File: config.mk
export PLATFORM = sky130hd
export DESIGN_NAME = uart_rx_chan
export DESIGN_NICKNAME = d
export VERILOG_FILES = /design/src/rtl/uart_rx_pkg.sv /design/src/rtl/uart_rx_frame.sv /design/src/rtl/uart_rx_fifo.sv /design/src/rtl/uart_rx_chan.sv
export SDC_FILE = /design/constraint.sdc
export NUM_CORES = 1
export LEC_CHECK = 0
export ABC_AREA = 1
export BUFFER_PORTS_ARGS = -buffer_cell sky130_fd_sc_hd__buf_2
export CORE_AREA = 2 2 82 104
export DETAILED_ROUTE_END_ITERATION = 8
export DIE_AREA = 0 0 84 106
export PLACE_DENSITY = 0.78
export SYNTH_ARGS = -nofsm -noshare
export SYNTH_HDL_FRONTEND = slang
export SYNTH_HIERARCHICAL = 1
export SYNTH_SLANG_ARGS = --single-unit
File: constraint.sdc
create_clock -name clk -period 2.4 [get_ports clk]
set_input_delay 0.36 -clock clk [delete_from_list [all_inputs] [get_ports clk]]
set_output_delay 0.36 -clock clk [all_outputs]
set_load 0.03 [all_outputs]
File: src/rtl/uart_rx_pkg.sv
package uart_rx_pkg;

    typedef enum logic [2:0] {
        RX_IDLE,
        RX_START,
        RX_DATA,
        RX_PARITY,
        RX_STOP,
        RX_HOLD
    } rx_state_e;

    typedef struct packed {
        logic brk;
        logic fe;
        logic pe;
    } rx_flags_t;

    localparam logic [1:0] PAR_CHECK = 2'b00;
    localparam logic [1:0] PAR_FORCE = 2'b01;
    localparam logic [1:0] PAR_NONE  = 2'b10;
    localparam logic [1:0] PAR_MDROP = 2'b11;

endpackage

File: src/rtl/uart_rx_frame.sv
module uart_rx_frame
    import uart_rx_pkg::*;
#(
    parameter int OSR    = 16,
    parameter int DATA_W = 8
) (
    input  logic              clk,
    input  logic              rst_n,
    input  logic              flush,
    input  logic              tick,
    input  logic              rxd,
    input  logic [1:0]        cfg_len,
    input  logic [1:0]        cfg_par_mode,
    input  logic              cfg_par_odd,
    output logic              out_valid,
    output logic [DATA_W-1:0] out_data,
    output rx_flags_t         out_flags
);
    localparam int CW   = $clog2(OSR);
    localparam int BW   = $clog2(DATA_W);
    localparam int HALF = OSR / 2 - 1;

    rx_state_e         state_q, state_d;
    logic [CW-1:0]     cnt_q;
    logic [BW-1:0]     idx_q;
    logic [BW-1:0]     last_idx;
    logic [DATA_W-1:0] shf_q;
    logic              par_q;
    logic              mid, centre, uses_par;
    logic              pe_c, brk_c;

    assign last_idx = BW'(3'd4 + 3'(cfg_len));
    assign uses_par = (cfg_par_mode != PAR_NONE);
    assign mid      = tick && (cnt_q == CW'(HALF));
    assign centre   = tick && (cnt_q == CW'(OSR - 1));

    // next-state logic
    always_comb begin
        state_d = state_q;
        unique case (state_q)
            RX_IDLE:   if (tick && !rxd) state_d = RX_START;
            RX_START:  if (mid) state_d = rxd ? RX_IDLE : RX_DATA;
            RX_DATA:   if (centre && idx_q == last_idx) state_d = uses_par ? RX_PARITY : RX_STOP;
            RX_PARITY: if (centre) state_d = RX_STOP;
            RX_STOP:   if (centre) state_d = rxd ? RX_IDLE : RX_HOLD;
            RX_HOLD:   if (tick && rxd) state_d = RX_IDLE;
            default:   state_d = RX_IDLE;
        endcase
    end

    // state register
    always_ff @(posedge clk or negedge rst_n) begin
        if (!rst_n)      state_q <= RX_IDLE;
        else if (flush)  state_q <= RX_IDLE;
        else             state_q <= state_d;
    end

    // flag evaluation at the stop-bit centre
    always_comb begin
        unique case (cfg_par_mode)
            PAR_CHECK: pe_c = par_q != ((^shf_q) ^ cfg_par_odd);
            PAR_FORCE: pe_c = par_q != cfg_par_odd;
            PAR_MDROP: pe_c = par_q;
            default:   pe_c = 1'b0;
        endcase
        brk_c = !rxd && (shf_q == '0) && !(uses_par && par_q);
    end

    // datapath and outputs
    always_ff @(posedge clk or negedge rst_n) begin
        if (!rst_n) begin
            cnt_q     <= '0;
            idx_q     <= '0;
            shf_q     <= '0;
            par_q     <= 1'b0;
            out_valid <= 1'b0;
            out_data  <= '0;
            out_flags <= '0;
        end else begin
            out_valid <= 1'b0;
            if (flush) begin
                cnt_q <= '0;
                idx_q <= '0;
            end else begin
                if (tick) begin
                    if (state_q == RX_IDLE || state_q == RX_HOLD ||
                        (state_q == RX_START && mid) || centre)
                        cnt_q <= '0;
                    else
                        cnt_q <= cnt_q + 1'b1;
                end
                if (state_q == RX_START && mid) begin
                    idx_q <= '0;
                    shf_q <= '0;
                    par_q <= 1'b0;
                end
                if (state_q == RX_DATA && centre) begin
                    shf_q[idx_q] <= rxd;
                    idx_q        <= idx_q + 1'b1;
                end
                if (state_q == RX_PARITY && centre)
                    par_q <= rxd;
                if (state_q == RX_STOP && centre) begin
                    out_valid <= 1'b1;
                    out_data  <= shf_q;
                    out_flags <= '{brk: brk_c, fe: !rxd, pe: pe_c};
                end
            end
        end
    end

endmodule

File: src/rtl/uart_rx_fifo.sv
module uart_rx_fifo #(
    parameter int DEPTH = 4,
    parameter int W     = 11
) (
    input  logic         clk,
    input  logic         rst_n,
    input  logic         flush,
    input  logic         push,
    input  logic         pop,
    input  logic [W-1:0] din,
    output logic [W-1:0] dout,
    output logic         full,
    output logic         empty,
    output logic         accepted
);
    localparam int PW = (DEPTH > 1) ? $clog2(DEPTH) : 1;
    localparam int CW = $clog2(DEPTH + 1);

    logic [W-1:0]  slot [DEPTH];
    logic [PW-1:0] wr_q, rd_q;
    logic [CW-1:0] cnt_q;
    logic          do_pop, do_push;

    assign full     = (cnt_q == CW'(DEPTH));
    assign empty    = (cnt_q == '0);
    assign do_pop   = pop && !empty;
    assign do_push  = push && (!full || do_pop);
    assign accepted = do_push;
    assign dout     = slot[rd_q];

    for (genvar i = 0; i < DEPTH; i++) begin : g_slot
        always_ff @(posedge clk or negedge rst_n) begin
            if (!rst_n)                            slot[i] <= '0;
            else if (do_push && wr_q == PW'(i))    slot[i] <= din;
        end
    end

    always_ff @(posedge clk or negedge rst_n) begin
        if (!rst_n) begin
            wr_q  <= '0;
            rd_q  <= '0;
            cnt_q <= '0;
        end else if (flush) begin
            wr_q  <= '0;
            rd_q  <= '0;
            cnt_q <= '0;
        end else begin
            if (do_push) wr_q <= (wr_q == PW'(DEPTH - 1)) ? '0 : wr_q + 1'b1;
            if (do_pop)  rd_q <= (rd_q == PW'(DEPTH - 1)) ? '0 : rd_q + 1'b1;
            cnt_q <= cnt_q + CW'(do_push) - CW'(do_pop);
        end
    end

endmodule

File: src/rtl/uart_rx_chan.sv
module uart_rx_chan
    import uart_rx_pkg::*;
#(
    parameter int OSR    = 16,
    parameter int DATA_W = 8,
    parameter int DEPTH  = 4
) (
    input  logic              clk,
    input  logic              rst_n,
    input  logic              tick16,
    input  logic              rxd,
    input  logic [1:0]        cfg_len,
    input  logic [1:0]        cfg_par_mode,
    input  logic              cfg_par_odd,
    input  logic              cfg_blk_mode,
    input  logic              cfg_irq_full,
    input  logic              rd_en,
    input  logic              cmd_err_clr,
    input  logic              cmd_rx_rst,
    output logic [DATA_W-1:0] rd_data,
    output logic [7:0]        status,
    output logic              rx_irq
);
    localparam int FW = $bits(rx_flags_t);
    localparam int EW = DATA_W + FW;

    logic              frm_valid;
    logic [DATA_W-1:0] frm_data;
    rx_flags_t         frm_flags;
    logic [EW-1:0]     head;
    logic              q_full, q_empty, q_acc;
    logic              ovf_hit, ovr_q;
    rx_flags_t         acc_q, head_flags, shown;

    uart_rx_frame #(.OSR(OSR), .DATA_W(DATA_W)) u_frame (
        .clk          (clk),
        .rst_n        (rst_n),
        .flush        (cmd_rx_rst),
        .tick         (tick16),
        .rxd          (rxd),
        .cfg_len      (cfg_len),
        .cfg_par_mode (cfg_par_mode),
        .cfg_par_odd  (cfg_par_odd),
        .out_valid    (frm_valid),
        .out_data     (frm_data),
        .out_flags    (frm_flags)
    );

    uart_rx_fifo #(.DEPTH(DEPTH), .W(EW)) u_fifo (
        .clk      (clk),
        .rst_n    (rst_n),
        .flush    (cmd_rx_rst),
        .push     (frm_valid),
        .pop      (rd_en),
        .din      ({frm_flags, frm_data}),
        .dout     (head),
        .full     (q_full),
        .empty    (q_empty),
        .accepted (q_acc)
    );

    assign ovf_hit = frm_valid && !q_acc;

    // sticky error state: a new event in the clear cycle survives the clear
    always_ff @(posedge clk or negedge rst_n) begin
        if (!rst_n) begin
            ovr_q <= 1'b0;
            acc_q <= '0;
        end else if (cmd_rx_rst) begin
            ovr_q <= 1'b0;
            acc_q <= '0;
        end else begin
            ovr_q <= (cmd_err_clr ? 1'b0 : ovr_q) | ovf_hit;
            acc_q <= (cmd_err_clr ? rx_flags_t'('0) : acc_q) |
                     (q_acc ? frm_flags : rx_flags_t'('0));
        end
    end

    assign head_flags = q_empty ? rx_flags_t'('0) : rx_flags_t'(head[EW-1 -: FW]);
    assign shown      = cfg_blk_mode ? acc_q : head_flags;
    assign rd_data    = q_empty ? '0 : head[DATA_W-1:0];
    assign status     = {shown.brk, shown.fe, shown.pe, ovr_q, 2'b00, q_full, !q_empty};
    assign rx_irq     = cfg_irq_full ? q_full : !q_empty;

endmodule

* Yosys cells after proc, flatten, opt, wreduce, memory -nomap -nowiden
Index checks and enable logic that the tools add are counted.
** Word-level totals
- Logic and storage cells :: 150
- Output and inout bits :: 17
- Bits in registers :: 86
- Bits of input ports :: 14
** Operators by class
- $add $sub $neg :: 7
- Equality and inequality tests :: 24
- Reductions and logical operators :: 43
- Muxes and demuxes :: 47
- Bitwise operators :: 5
- Order comparisons :: 3
** Operators by type and width (number)
- 2-to-1 mux 3 bit :: 18
- 2-to-1 mux 8 bit :: 4
- binary-select mux 11 bit (select 2 bit) :: 1
- 2-to-1 mux 11 bit :: 2
- logical AND 1 bit :: 20
- != test 3 x 2 -> 1 bit (second input constant) :: 6
- case mux 3 bit (6 select lines) :: 1
- 2-to-1 mux 2 bit :: 7
- 2-to-1 mux 4 bit :: 3
- == test 3 bit (second input constant) :: 3
- bitwise mux 8 bit :: 1
- == test 2 bit (second input constant) :: 4
- logical NOT 8 bit :: 1
- 2-to-1 mux 1 bit :: 8
- nonzero test 2 bit :: 4
- parity 8 bit :: 1
- == test 3 x 2 -> 1 bit (second input constant) :: 2
- logical NOT 3 bit :: 2
- AND reduction 6 bit :: 1
- logical NOT 1 bit :: 5
- adder 2 x 1 -> 2 bit (second input constant) :: 2
- adder 4 x 1 -> 4 bit (second input constant) :: 1
- == test 2 x 1 -> 1 bit (second input constant) :: 2
- == test 4 x 3 -> 1 bit (second input constant) :: 1
- 23 further kinds :: 29

* Depth between registers and ports, before layout
Gate-level depths: netlist (run 1).
- Word-level depth :: 9
- Gate-level depth with buffers :: 13
- Mapped depth without buffers :: 13

* Hierarchy
Netlist (run 1), hierarchy kept.
** Modules (own cells, without submodules)
- uart_rx_fifo :: cells each 315, times used 1, sequential area each 1276.2 um^2, area an instance 2593.7 um^2
- uart_rx_frame :: cells each 232, times used 1, sequential area each 775.7 um^2, area an instance 1778.0 um^2
- uart_rx_chan :: cells each 53, times used 1, sequential area each 100.1 um^2, area an instance 319.1 um^2

* Worst setup path after synthesis (run 1)
Ideal clock, no wire load.
- Kind :: register -> register
- Start point :: reg u_fifo.cnt_q[1]
- End point :: reg u_fifo.cnt_q[2]
- Arrival :: 1.744 ns
- Stages on the path, launching flop included :: 12
- Setup time :: 0.117 ns
- Data required time :: 2.283 ns
- Path buffers :: 0
- Path slack :: 0.539 ns
- Clock period less this slack :: 1.861 ns
- Cell sequence :: dfrtp_1 -> nor2_2 -> nand2_1 -> nand2_1 -> inv_1 -> ha_1 -> inv_1 -> ha_1 -> inv_1 -> fa_1 -> nor2_1 -> nor2_1
** On the way
- Cells in the longest elaborated chain, start to end :: 8
- Elaborated cells on any way between the ends :: 10
- Classes of those cells :: 2 x add/sub; 1 x eq/ne; 1 x mux; 6 x reduce/logical
** Ends and longest elaborated chain
- start: declaration :: RTL line uart_rx_fifo.sv:21 : logic [CW-1:0] cnt_q;
- start signal: assignment :: RTL line uart_rx_fifo.sv:50 : cnt_q <= cnt_q + CW'(do_push) - CW'(do_pop);
- logical NOT 3 bit :: RTL line uart_rx_fifo.sv:25 : assign empty = (cnt_q == '0);
- logical NOT 1 bit :: RTL line uart_rx_fifo.sv:26 : assign do_pop = pop && !empty;
- logical AND 1 bit :: RTL line uart_rx_fifo.sv:26
- logical OR 1 bit :: RTL line uart_rx_fifo.sv:27 : assign do_push = push && (!full || do_pop);
- logical AND 1 bit :: RTL line uart_rx_fifo.sv:27
- adder 3 x 1 -> 3 bit :: RTL line uart_rx_fifo.sv:50
- subtractor 3 x 1 -> 3 bit (*) :: RTL line uart_rx_fifo.sv:50
- 2-to-1 mux 3 bit (*) :: RTL line uart_rx_fifo.sv:43 : end else if (flush) begin
Every way passes the cells marked *; elsewhere a longest branch is shown, timed or not.
A chain may end at the register's enable or synchronous reset.

* Final worst setup path (run 1)
- Start point :: reg u_fifo.rd_q[1]
- End point :: out status[7]
** On the way
- Cells in the longest elaborated chain, start to end :: 6
** Ends and longest elaborated chain
- start: declaration :: RTL line uart_rx_fifo.sv:20 : logic [PW-1:0] wr_q, rd_q;
- start signal: assignment :: RTL line uart_rx_fifo.sv:49 : if (do_pop) rd_q <= (rd_q == PW'(DEPTH - 1)) ? '0 : rd_q + 1'b1;
- NOT 2 -> 3 bit (implied by the code) :: RTL line uart_rx_fifo.sv:29 : assign dout = slot[rd_q];
- binary-select mux 11 bit (select 2 bit) :: RTL line uart_rx_fifo.sv:29
- 2-to-1 mux 11 bit (implied by the code) (2 in series) :: RTL line uart_rx_fifo.sv:29
- net head[10] :: RTL line uart_rx_chan.sv:30 : logic [EW-1:0] head;
- 2-to-1 mux 3 bit :: RTL line uart_rx_chan.sv:79 : assign head_flags = q_empty ? rx_flags_t'('0) : rx_flags_t'(head[EW-1 -: FW]);
- 2-to-1 mux 3 bit :: RTL line uart_rx_chan.sv:80 : assign shown = cfg_blk_mode ? acc_q : head_flags;
- end: declaration :: RTL line uart_rx_chan.sv:21 : output logic [7:0] status,
The timed path passes the listed nets, and every way through them passes these cells. The select of a mux whose other input is x is not followed.

==> results by group, run 1 <==
Detailed routing
  – Via density: 5.68
  – WL/cell: 14.9 um
  – Via count: 4,089
  – Total iterations of the first detailed-routing run: 5
  – Post-Route WL: 10,700 um
  – Drt drc: 0
  – Iteration-0 DRC Markers: 298
  – Antenna-violating nets left: 0

Finish
  – Nets@finish: 648
  – Layout cells sized above 1: 12.7%
  – Final core utilization: 63.6%
  – Most common cell after layout, fill and taps aside: nand2_1
  – Commonest non-fill, non-tap cells in the layout: nand2_1 (176), dfrtp_1 (86), inv_1 (56), nand4_1 (53), nor2_1 (45)
  – Area Growth Syn to Fin: 8.56%
  – Design Area, Final: 5090 sq um
  – Antenna cells: 0

Die
  – Die height: 106 um
  – Die W: 84 um
  – Initial Utilization: 58.6%
  – Num ports: 31
  – Row cnt: 37
  – Die ar.: 8900 sq um
  – Core area: 8010 sq um

Pwr
  – Total power: 3.96 mW
  – Cell Int Power: 2.54 mW
  – Sw power: 1.42 mW
  – Sequential share of power: 39.6%
  – Clock Power Share: 29.7%
  – Pleak: 2.69 nW
  – Net Sw Frac: 35.8%
  – Comb power frac: 30.7%
  – Peak VDD IR: 412 uV
  – Pwr/cell area: 778 nW/um^2

Timing
  – Hold Violations, Final: 0
  – Final period utilization: 91.6%
  – Slew Limit Fails: 0
  – Setup TNS Final: 0 ns
  – Setup-failing EPs final: 0
  – RSZ-0062 raised after global routing: false
  – Worst slew pin tran: 0.543 ns
  – Maximum clock rate: 455 MHz
  – Min cycle time layout: 2.20 ns
  – Clk_skew: 0.0115 ns
  – Relative slew slack: 63.7%

Logic synthesis
  – Seq cells post-synth: 86
  – Sequential share of the synthesized area: 45.9%
  – Post-synth EDFFs: 0
  – Synth Instances: 600
  – Avg Inst Size Synth: 7.82 sq um
  – Synth warn: 6
  – Synth Flop Type: dfrtp_1
  – Async set or reset register ratio after synthesis: 100%
  – Synth cell types: 37
  – Synthesized cell area: 4690 sq um

Worst hold path
  – Min-delay worst type: in -> reg

Clock tree
  – Num CTS Buffers: 9
  – Clk sinks: 86
  – Postcts setup bufs: 0
  – CTS root buf: clkbuf_8
  – Clock-pin slew on the worst setup and hold paths: 0.08 ns
  – H-tree levels: 3
  – TritonCTS clock tree: built
  – Clk Latency, worst-skew pair: 0.36 ns
  – Clk buf depth: 2

Placed design
  – Routability cong.: 0.849
  – Placed inst area: 4860 sq um
  – Dpl hpwl: 7380 um
  – IO Port Bufs: 28

Worst setup path
  – Critical path's top delay family: buffers and inverters
  – Slowest Stage Delay on Critical Path: 0.42 ns
  – CP cell instances: inv_1 > o21ai_0 > o22ai_1 > nand2_1 > nand2_1 > buf_2
  – Crit. End Element: output port
  – Slowest-stage cell, CP: dfrtp_1
  – Critical path buffers and inverters: 2
  – Critical path required time: 2.04 ns
  – Critical Path Source Type: register
  – R2R Setup Slk: 0.34 ns
  – Worst setup path category: reg -> out
  – Most numerous cell on the critical path: nand2_1
  – Worst Path Arrival: 1.84 ns
  – Worst-path fanout max: 11

Job
  – Max-Cap Viols: 0

GRT
  – GRT overflow: 0
  – Initial antenna violation count: 0
  – First-pass GRT wire length: 18,200 um
  – Vias in the first global route: 4,001
  – Largest net degree at the start of global routing: 52
  – GRT Total Usage: 25.4%

Status
  – Status: completed
[final cells by class]
class                      count  area [sq um]
clock inverter                 5           100
clock buffer                   9           124
fill                         700          2920
tap                           97           121
multi-input combinational    413          2080
sequential                    86          2150
inverter                      68           256
timing repair buffer          42           263
[worst min-delay path, cell delays in order]
cell and delay, ns:
buf_2 0.12, nand4_1 0.08, nand2_1 0.05
[per-layer routing]
layer	vias up	wire [um]	global-route usage, %
li1	2005	-	-
met1	1916	4410	30.9
met2	142	5490	44.2
met3	26	549	3.03
met4	0	280	13.2
met5	-	0	0
[path summary, 6_finish.rpt]
kind                                           endpoint                         from  cells after the start
setup / recovery                              status[7]   u_fifo/rd_q[1]$_DFFE_PN0P_                      6
hold / removal               u_fifo/rd_q[1]$_DFFE_PN0P_                        rd_en                      3
setup reg to reg              u_fifo/cnt_q[2]$_DFF_PN0_    u_fifo/cnt_q[1]$_DFF_PN0_                     12
hold reg to reg             u_fifo/slot[25]$_DFFE_PN0P_  u_fifo/slot[25]$_DFFE_PN0P_                      2
max in group asynchronous  u_frame/cnt_q[3]$_DFFE_PN0P_                        rst_n                      3
min in group asynchronous    u_fifo/slot[9]$_DFFE_PN0P_                        rst_n                      2
[synthesized netlist by cell type (all sizes together), types with 3 or more instances]
library cell / instances / area [sq um]
nand2: 179 / 679
dfrtp: 86 / 2150
inv: 64 / 240
nand4: 53 / 332
nor2: 50 / 215
o21ai: 49 / 249
buf: 27 / 184
nand3: 27 / 145
o22ai: 16 / 100
ha: 13 / 163
a21oi: 7 / 35.0
clkbuf: 7 / 26.3
clkinv: 4 / 16.3
nor3: 4 / 25.0
o31ai: 3 / 27.5
[sequential cells by signal (all words and copies together) (netlist names), 2 cells and up]
| register | count |
|---|---|
| u_fifo/slot | 44 |
| u_frame/out_data | 8 |
| u_frame/shf_q | 8 |
| u_frame/cnt_q | 4 |
| acc_q | 3 |
| u_fifo/cnt_q | 3 |
| u_frame/idx_q | 3 |
| u_frame/out_flags | 3 |
| u_frame/state_q | 3 |
| u_fifo/rd_q | 2 |
| u_fifo/wr_q | 2 |
[power by group through the flow]
stage | clock (mW) | combinational [mW] | sequential (mW)
floorplan | 0 | 0.958 | 1.58
global placement | 0 | 1.18 | 1.59
detailed placement | 0 | 1.22 | 1.60
CTS | 1.19 | 1.22 | 1.57
global route | 1.25 | 1.37 | 1.58
finish | 1.18 | 1.22 | 1.57
[repair_timing]
item                                    4_1_cts  5_1_grt
hold buffers                                  1        0
endpoints found under the setup margin        0        3
endpoints found under the hold margin        29        0
gates resized for setup                       0        1
[per-stage QoR]
step           hold slack, ns  setup slack [ns]  cells
6_report                0.282             0.201    720
4_1_cts                 0.274             0.153    720
3_5_place_dp            0.323             0.363    705
2_1_floorplan          0.0644             0.539    601
3_3_place_gp            0.324             0.467    705
5_1_grt                 0.294            0.0358    720
[logic make-up after synthesis]
logic type	Yosys count	synth area share (%)
DFF	86	45.9
adders and majority gates	14	3.89
xor gates and xnor gates	3	0.560
and+or+nand+nor	316	30.2
other	1	0.0799
AOI/OAI and AO/OA	78	9.44
buffers and inverters	102	9.95
Power figures use the tool's default switching activity.
==> inputs of run 2 (changes only) <==
CORE_AREA = 2 2 93 117   (was 2 2 82 104)
DIE_AREA = 0 0 95 119   (was 0 0 84 106)
PLACE_DENSITY = 0.66   (was 0.78)
==> run 2 against run 1 <==
The flow now finishes with violations (hold timing). Via count decreased by 2.0%. Core utilization decreased by 14 points. Count of clock-buffer cells in the layout increased by 3. Hold slack got worse by 0.29 ns. Sequential power about the same. Clock skew decreased by 0.0067 ns. Setup slack got worse by 0.050 ns. Final area increased by 1.1%. Critical path depth unchanged. Routed wire length decreased by 0.33%. Fmax decreased by 2.2%.
==> results by group, run 2 (synthesis gave the netlist of run 1 again) <==
Worst setup path
  – Critical path's top delay family: flip-flops (was buffers and inverters)
  – Critical path buffers and inverters: 2 (unchanged)
  – CP cell instances: inv_1 > o21ai_0 > o22ai_1 > nand2_1 > nand2_1 > buf_2 (unchanged)
  – Worst Path Arrival: 1.89 ns (was 1.84 ns)
  – Most numerous cell on the critical path: nand2_1 (unchanged)
  – Critical path required time: 2.04 ns (about the same)
  – Reg-to-reg critical path startpoint: u_fifo/cnt_q[1]$_DFF_PN0_ (unchanged)
  – Critical Path Source: u_fifo/rd_q[1]$_DFFE_PN0P_ (unchanged)
  – Crit. End Element: output port (unchanged)
  – Worst setup path category: reg -> out (unchanged)
  – Critical Path Source Type: register (unchanged)
  – Slowest Stage Delay on Critical Path: 0.55 ns (was 0.42 ns)
  – Worst-path fanout max: 14 (was 11)
  – Slowest-stage cell, CP: dfrtp_1 (unchanged)

Die
  – Num ports: 31 (unchanged)
  – Row cnt: 42 (was 37)
  – Die height: 119 um (was 106 um)
  – Initial Utilization: 45.3% (was 58.6%)
  – Die ar.: 11,300 sq um (was 8900 sq um)
  – Core area: 10,400 sq um (was 8010 sq um)
  – Die W: 95 um (was 84 um)

Detailed routing
  – Post-Route WL: 10,700 um (about the same)
  – Routed met3 length: 323 um (was 549 um)
  – Antenna-violating nets left: 0 (unchanged)
  – Max layer used: met4 (unchanged)
  – WL/cell: 14.2 um (was 14.9 um)
  – WL met1: 4620 um (was 4410 um)
  – Wire length on met2: 5520 um (was 5490 um)
  – Iteration-0 DRC Markers: 238 (was 298)
  – Via density: 5.32 (was 5.68)
  – Total iterations of the first detailed-routing run: 4 (was 5)
  – Via count: 4,009 (was 4,089)
  – Drt drc: 0 (unchanged)

Placed design
  – Dpl hpwl: 7560 um (was 7380 um)
  – IO Port Bufs: 28 (unchanged)
  – Routability cong.: 0.861 (was 0.849)

Finish
  – Top flop regs: u_fifo/slot (44), u_frame/out_data (8), u_frame/shf_q (8) (unchanged)
  – Commonest non-fill, non-tap cells in the layout: nand2_1 (176), dfrtp_1 (86), inv_1 (57), nand4_1 (53), nor2_1 (45) (was nand2_1 (176), dfrtp_1 (86), inv_1 (56), nand4_1 (53), nor2_1 (45))
  – Fillers: 986 (was 700)
  – Sequential Area: 2150 sq um (unchanged)
  – Max reg flops: 44 (unchanged)
  – Final core utilization: 49.7% (was 63.6%)
  – Biggest register: u_fifo/slot (unchanged)
  – Area occupied by multi-input gates: 2080 sq um (unchanged)
  – Area Growth Syn to Fin: 9.74% (was 8.56%)
  – Nets@finish: 645 (was 648)
  – Layout cells sized above 1: 12.1% (was 12.7%)
  – Antenna cells: 0 (unchanged)
  – Most common cell after layout, fill and taps aside: nand2_1 (unchanged)

GRT
  – GRT Total Usage: 20.3% (was 25.4%)
  – First-pass GRT wire length: 18,100 um (was 18,200 um)
  – GRT overflow: 0 (unchanged)
  – Largest net degree at the start of global routing: 52 (unchanged)
  – Vias in the first global route: 3,838 (was 4,001)
  – Initial antenna violation count: 0 (unchanged)

Clock tree
  – Clk sinks: 86 (unchanged)
  – CTS Hold Bufs: 0 (was 1)
  – Postcts setup bufs: 0 (unchanged)
  – Clk buf depth: 2 (unchanged)
  – H-tree levels: 3 (unchanged)
  – Num CTS Buffers: 9 (unchanged)
  – Clock-pin slew on the worst setup and hold paths: 0.06 ns (was 0.08 ns)
  – Post_cts resized: 0 (unchanged)
  – CTS root buf: clkbuf_16 (was clkbuf_8)
  – TritonCTS clock tree: built (unchanged)
  – Clk Latency, worst-skew pair: 0.34 ns (was 0.36 ns)

Timing
  – RSZ-0062 raised after global routing: false (unchanged)
  – Setup TNS Final: 0 ns (unchanged)
  – Hold Violations, Final: 21 (was 0)
  – Min cycle time layout: 2.25 ns (was 2.20 ns)
  – Clk_skew: 0.00477 ns (was 0.0115 ns)
  – Slew Limit Fails: 0 (unchanged)
  – Setup-failing EPs final: 0 (unchanged)
  – Maximum clock rate: 445 MHz (was 455 MHz)
  – Worst slew pin tran: 0.523 ns (was 0.543 ns)
  – Relative slew slack: 65.1% (was 63.7%)
  – Worst hold slack: -0.00755 ns (was 0.282 ns)
  – Final period utilization: 93.7% (was 91.6%)

Status
  – Failing checks: hold timing
  – Status: complete, but fails checks (was completed)

Pwr
  – Pleak: 2.69 nW (about the same)
  – Pwr/cell area: 784 nW/um^2 (was 778 nW/um^2)
  – Peak VDD IR: 333 uV (was 412 uV)

Job
  – Max-Cap Viols: 0 (unchanged)

Worst hold path
  – Min-delay worst type: in -> async (was in -> reg)
## run 2: changes by cell type in the layout (fill, tap and decap cells not counted), sizes merged
cell	change
bufinv	-3
clkbuf	+3
buf	-2
clkinv	+2
dlygate4sd3	-1
## run 2: final timing paths
path,depth (start not counted),endpoint,slack [ns]
hold reg to reg,2,u_fifo/slot[17]$_DFFE_PN0P_,0.47
max in group asynchronous,2,u_fifo/slot[30]$_DFFE_PN0P_,1.76
min in group clk,4,acc_q[1]$_DFF_PN0_,0.31
setup reg to reg,12,u_fifo/cnt_q[2]$_DFF_PN0_,0.37
setup / recovery,6,status[6],0.15
hold / removal,1,u_fifo/slot[20]$_DFFE_PN0P_,-0.008
## run 2: worst register-to-register path, stage by stage, from the launching register on
cell	delay, ns
dfrtp_1	0.44
nor2_2	0.14
nand2_1	0.12
nand2_1	0.12
inv_1	0.05
ha_1	0.26
inv_1	0.06
ha_1	0.13
inv_1	0.05
fa_1	0.38
nand2_1	0.08
nand2_1	0.05
nor2_1	0.10
## run 2: metal layers
metal  global-route usage (%)  up-vias
met1                     26.4     1923
met5                        0        -
li1                         -     1994
met3                     2.66       18
met2                     33.4       74
met4                     9.24        0
## run 2: layout make-up
type	count	area share (%)
Clock buffer	12	4.59
Clock inverter	4	0.462
Inverter	68	4.98
Multi-Input combinational cell	413	40.3
Sequential cell	86	41.8
Tap cell	132	3.21
Timing Repair Buffer	39	4.62
## run 2: metrics by stage
step                      instance area, sq um  instances  hold WS (ns)  setup slack, ns  total power, mW
after global routing                      5150        754        0.0331           0.0232             4.27
after detailed placement                  4890        738         0.372            0.396             2.80
after global placement                    4890        738         0.370            0.468             2.78
after CTS                                 5150        754       0.00967            0.175             4.07
after floorplan                           4690        601        0.0644            0.539             2.54
final                                     5150        754      -0.00755            0.152             4.03
## run 2: where the power goes
part	switching (mW)	internal (mW)	total (mW)
sequential	0.0692	1.50	1.57
combinational	0.853	0.359	1.21
clock	0.553	0.699	1.25
==> inputs of run 3 (changes only) <==
PLACE_DENSITY = 0.69   (was 0.66)
clock period = 1.9 ns   (was 2.4 ns; I/O delays follow)
==> run 3 against run 2 <==
Highest routed layer unchanged. Routed wire length rose by 4.5%. Clock skew rose by 0.0036 ns. First-iteration DRC count rose by 11%. Combinational power rose by 56%. Non-clock buffer count rose by 15. The run ends with setup timing left. Final area rose by 4.3%. Register-to-register slack got worse by 0.47 ns. Hold slack improved by 0.25 ns. Sequential power rose by 25%.
==> results by group, run 3 (synthesis gave the netlist of run 1 again) <==
Timing
  – Final period utilization: 105%
  – Worst slew pin tran: 0.608 ns (was 0.523 ns)
  – Worst hold slack: 0.238 ns (was -0.00755 ns)
  – Setup-failing EPs final: 3 (was 0)
  – RSZ-0062 raised after global routing: true (was false)
  – Slew Limit Fails: 0 (unchanged)
  – Min cycle time layout: 2.00 ns
  – Maximum clock rate: 499 MHz
  – Clk_skew: 0.00841 ns (was 0.00477 ns)
  – Relative slew slack: 59.5% (was 65.1%)
  – Hold Violations, Final: 0 (was 21)
  – Final worst setup slack: -0.104 ns (was 0.152 ns)

Placed design
  – Routability cong.: 0.885 (was 0.861)
  – IO Port Bufs: 28 (unchanged)
  – Placed cell count: 747 (was 738)
  – Dpl hpwl: 7590 um (was 7560 um)

Clock tree
  – H-tree levels: 3 (unchanged)
  – TritonCTS clock tree: built (unchanged)
  – CTS root buf: clkbuf_16 (unchanged)
  – Clk Latency, worst-skew pair: 0.34 ns (about the same)
  – Num CTS Buffers: 9 (unchanged)
  – Clk buf depth: 2 (unchanged)
  – Clock-pin slew on the worst setup and hold paths: 0.06 ns (about the same)
  – Clk sinks: 86 (unchanged)

Worst setup path
  – Reg-to-reg critical path startpoint: u_fifo/cnt_q[0]$_DFF_PN0_ (was u_fifo/cnt_q[1]$_DFF_PN0_)
  – R2R Setup Slk: -0.10 ns (was 0.37 ns)
  – Critical Path Source Type: register (unchanged)
  – R2R depth: 10 (was 12)
  – Worst-path fanout max: 3 (was 14)
  – R2R Path End: u_fifo/cnt_q[1]$_DFF_PN0_ (was u_fifo/cnt_q[2]$_DFF_PN0_)
  – Slowest Stage Delay on Critical Path: 0.51 ns (was 0.55 ns)
  – Slowest-stage cell, CP: fa_2 (was dfrtp_1)
  – Crit. End Element: register (was output port)
  – CP cell instances: nor2_2 > nand2_1 > nand2_1 > inv_1 > ha_1 > inv_1 > ha_2 > inv_2 > fa_2 > nor2_1 (was inv_1 > o21ai_0 > o22ai_1 > nand2_1 > nand2_1 > buf_2)
  – Worst Path Arrival: 2.21 ns (was 1.89 ns)
  – Critical path required time: 2.11 ns (was 2.04 ns)
  – Worst setup path category: reg -> reg (was reg -> out)

Pwr
  – Comb power frac: 33.8% (was 30.1%)
  – Clock Power Share: 30.9% (was 31.0%)
  – Sw power: 1.93 mW (was 1.48 mW)
  – Cell Int Power: 3.67 mW (was 2.56 mW)
  – Peak VDD IR: 475 uV (was 333 uV)
  – Net Sw Frac: 34.5% (was 36.6%)
  – Pleak: 2.78 nW (was 2.69 nW)
  – Pwr/cell area: 1040 nW/um^2 (was 784 nW/um^2)
  – Sequential share of power: 35.3% (was 38.9%)

Detailed routing
  – Via count: 4,085 (was 4,009)
  – WL/cell: 14.5 um (was 14.2 um)
  – Total iterations of the first detailed-routing run: 5 (was 4)
  – Post-Route WL: 11,200 um (was 10,700 um)
  – Drt drc: 0 (unchanged)
  – Via density: 5.32 (about the same)
  – Antenna-violating nets left: 0 (unchanged)
  – Iteration-0 DRC Markers: 263 (was 238)

Worst hold path
  – Worst Hold End: ovr_q$_DFF_PN0_
  – Hold path depth: 4
  – Min-delay src: cmd_err_clr
  – Min-delay worst type: in -> reg (was in -> async)

Die
  – Core area: 10,400 sq um (unchanged)
  – Row cnt: 42 (unchanged)
  – Die W: 95 um (unchanged)
  – Num ports: 31 (unchanged)
  – Die height: 119 um (unchanged)
  – Die ar.: 11,300 sq um (unchanged)
  – Initial Utilization: 45.3% (unchanged)

Finish
  – Fillers: 995 (was 986)
  – Layout cells sized above 1: 15.1% (was 12.1%)
  – Non-Filler Instances: 768 (was 754)
  – Antenna cells: 0 (unchanged)
  – Max reg flops: 44 (unchanged)
  – Nets@finish: 660 (was 645)
  – Most common cell after layout, fill and taps aside: nand2_1 (unchanged)
  – Area Growth Syn to Fin: 14.4% (was 9.74%)
  – Commonest non-fill, non-tap cells in the layout: nand2_1 (176), dfrtp_1 (86), inv_1 (53), nand4_1 (53), nor2_1 (45) (was nand2_1 (176), dfrtp_1 (86), inv_1 (57), nand4_1 (53), nor2_1 (45))
  – Biggest register: u_fifo/slot (unchanged)
  – Top flop regs: u_fifo/slot (44), u_frame/out_data (8), u_frame/shf_q (8) (unchanged)

GRT
  – GRT overflow: 0 (unchanged)
  – GRT Total Usage: 21.0% (was 20.3%)
  – First-pass GRT wire length: 18,900 um (was 18,100 um)
  – Largest net degree at the start of global routing: 52 (unchanged)
  – Initial antenna violation count: 0 (unchanged)
  – Vias in the first global route: 4,028 (was 3,838)

Status
  – Failing checks: setup timing (was hold timing)
  – Status: complete, but fails checks (unchanged)

Job
  – Max-Cap Viols: 0 (unchanged)
==> run 3: how the worst max path moves through the flow <==
stage,from,end,slack [ns],cells after the start
after floorplan,u_fifo/cnt_q[1]$_DFF_PN0_,u_fifo/cnt_q[2]$_DFF_PN0_,0.04,11
after global placement,u_fifo/cnt_q[0]$_DFF_PN0_,u_fifo/cnt_q[2]$_DFF_PN0_,0.07,11
after detailed placement,u_fifo/cnt_q[0]$_DFF_PN0_,u_fifo/cnt_q[2]$_DFF_PN0_,-0.02,12
after CTS,u_fifo/rd_q[0]$_DFFE_PN0P_,rd_data[6],0.002,7
after global routing,u_fifo/cnt_q[0]$_DFF_PN0_,u_fifo/cnt_q[1]$_DFF_PN0_,-0.19,10
final,u_fifo/cnt_q[0]$_DFF_PN0_,u_fifo/cnt_q[1]$_DFF_PN0_,-0.10,10
==> run 3: power by group through the flow <==
stage          logic (mW)  clock network, mW  registers, mW
6_report             1.89               1.73           1.97
5_1_grt              2.09               1.86           1.98
4_1_cts              1.73               1.78           1.96
3_5_place_dp         1.66                  0           1.99
3_3_place_gp         1.62                  0           1.98
2_1_floorplan        1.21                  0           2.00
==> run 3: timing repair <==
| action | in CTS | in global routing |
|---|---|---|
| cloned | 0 | 1 |
| hold buffers | 1 | 0 |
| setup buffers | 1 | 3 |
| resized for setup | 8 | 16 |
| pin swaps | 1 | 3 |
| endpoints found under the hold margin | 22 | 0 |
| endpoints found under the setup margin | 13 | 13 |
==> run 3: layout make-up <==
type                            count  area, sq um  share of cell area [%]
Clock buffer                       11          243                    4.52
Tap cell                          132          165                    3.08
Clock inverter                      4         47.5                   0.886
Inverter                           68          259                    4.83
Sequential cell                    86         2150                    40.1
Multi-Input combinational cell    413         2080                    38.8
Timing Repair Buffer               54          419                    7.81
==> run 3: worst max-delay path: cells and delay by family, from the launching register on <==
kind          cells  cell delay, ns
fa+ha+maj         3            0.95
flops             1            0.41
simple gates      4            0.36
buf+inv           3            0.16
==> run 3: metal layers <==
layer | track usage (%) | wire [um] | part of all wire [%]
met1 | 26.6 | 4850 | 43
met2 | 35.6 | 5830 | 52
met3 | 4.05 | 370 | 3.3
met4 | 7.25 | 125 | 1.1
met5 | 0 | 0 | 0
==> run 3: through the flow <==
| stage | TNS [ns] | power [mW] | setup slack (ns) | util, % | instance area [sq um] |
|---|---|---|---|---|---|
| 2_1_floorplan | 0 | 3.21 | 0.0387 | - | 4690 |
| 3_3_place_gp | 0 | 3.61 | 0.0700 | 47.9 | 4950 |
| 3_5_place_dp | -0.0243 | 3.65 | -0.0155 | 47.9 | 4950 |
| 4_1_cts | 0 | 5.47 | 0.00234 | 51.0 | 5280 |
| 5_1_grt | -1.77 | 5.93 | -0.192 | 51.8 | 5370 |
| 6_report | -0.151 | 5.59 | -0.104 | 51.8 | 5370 |
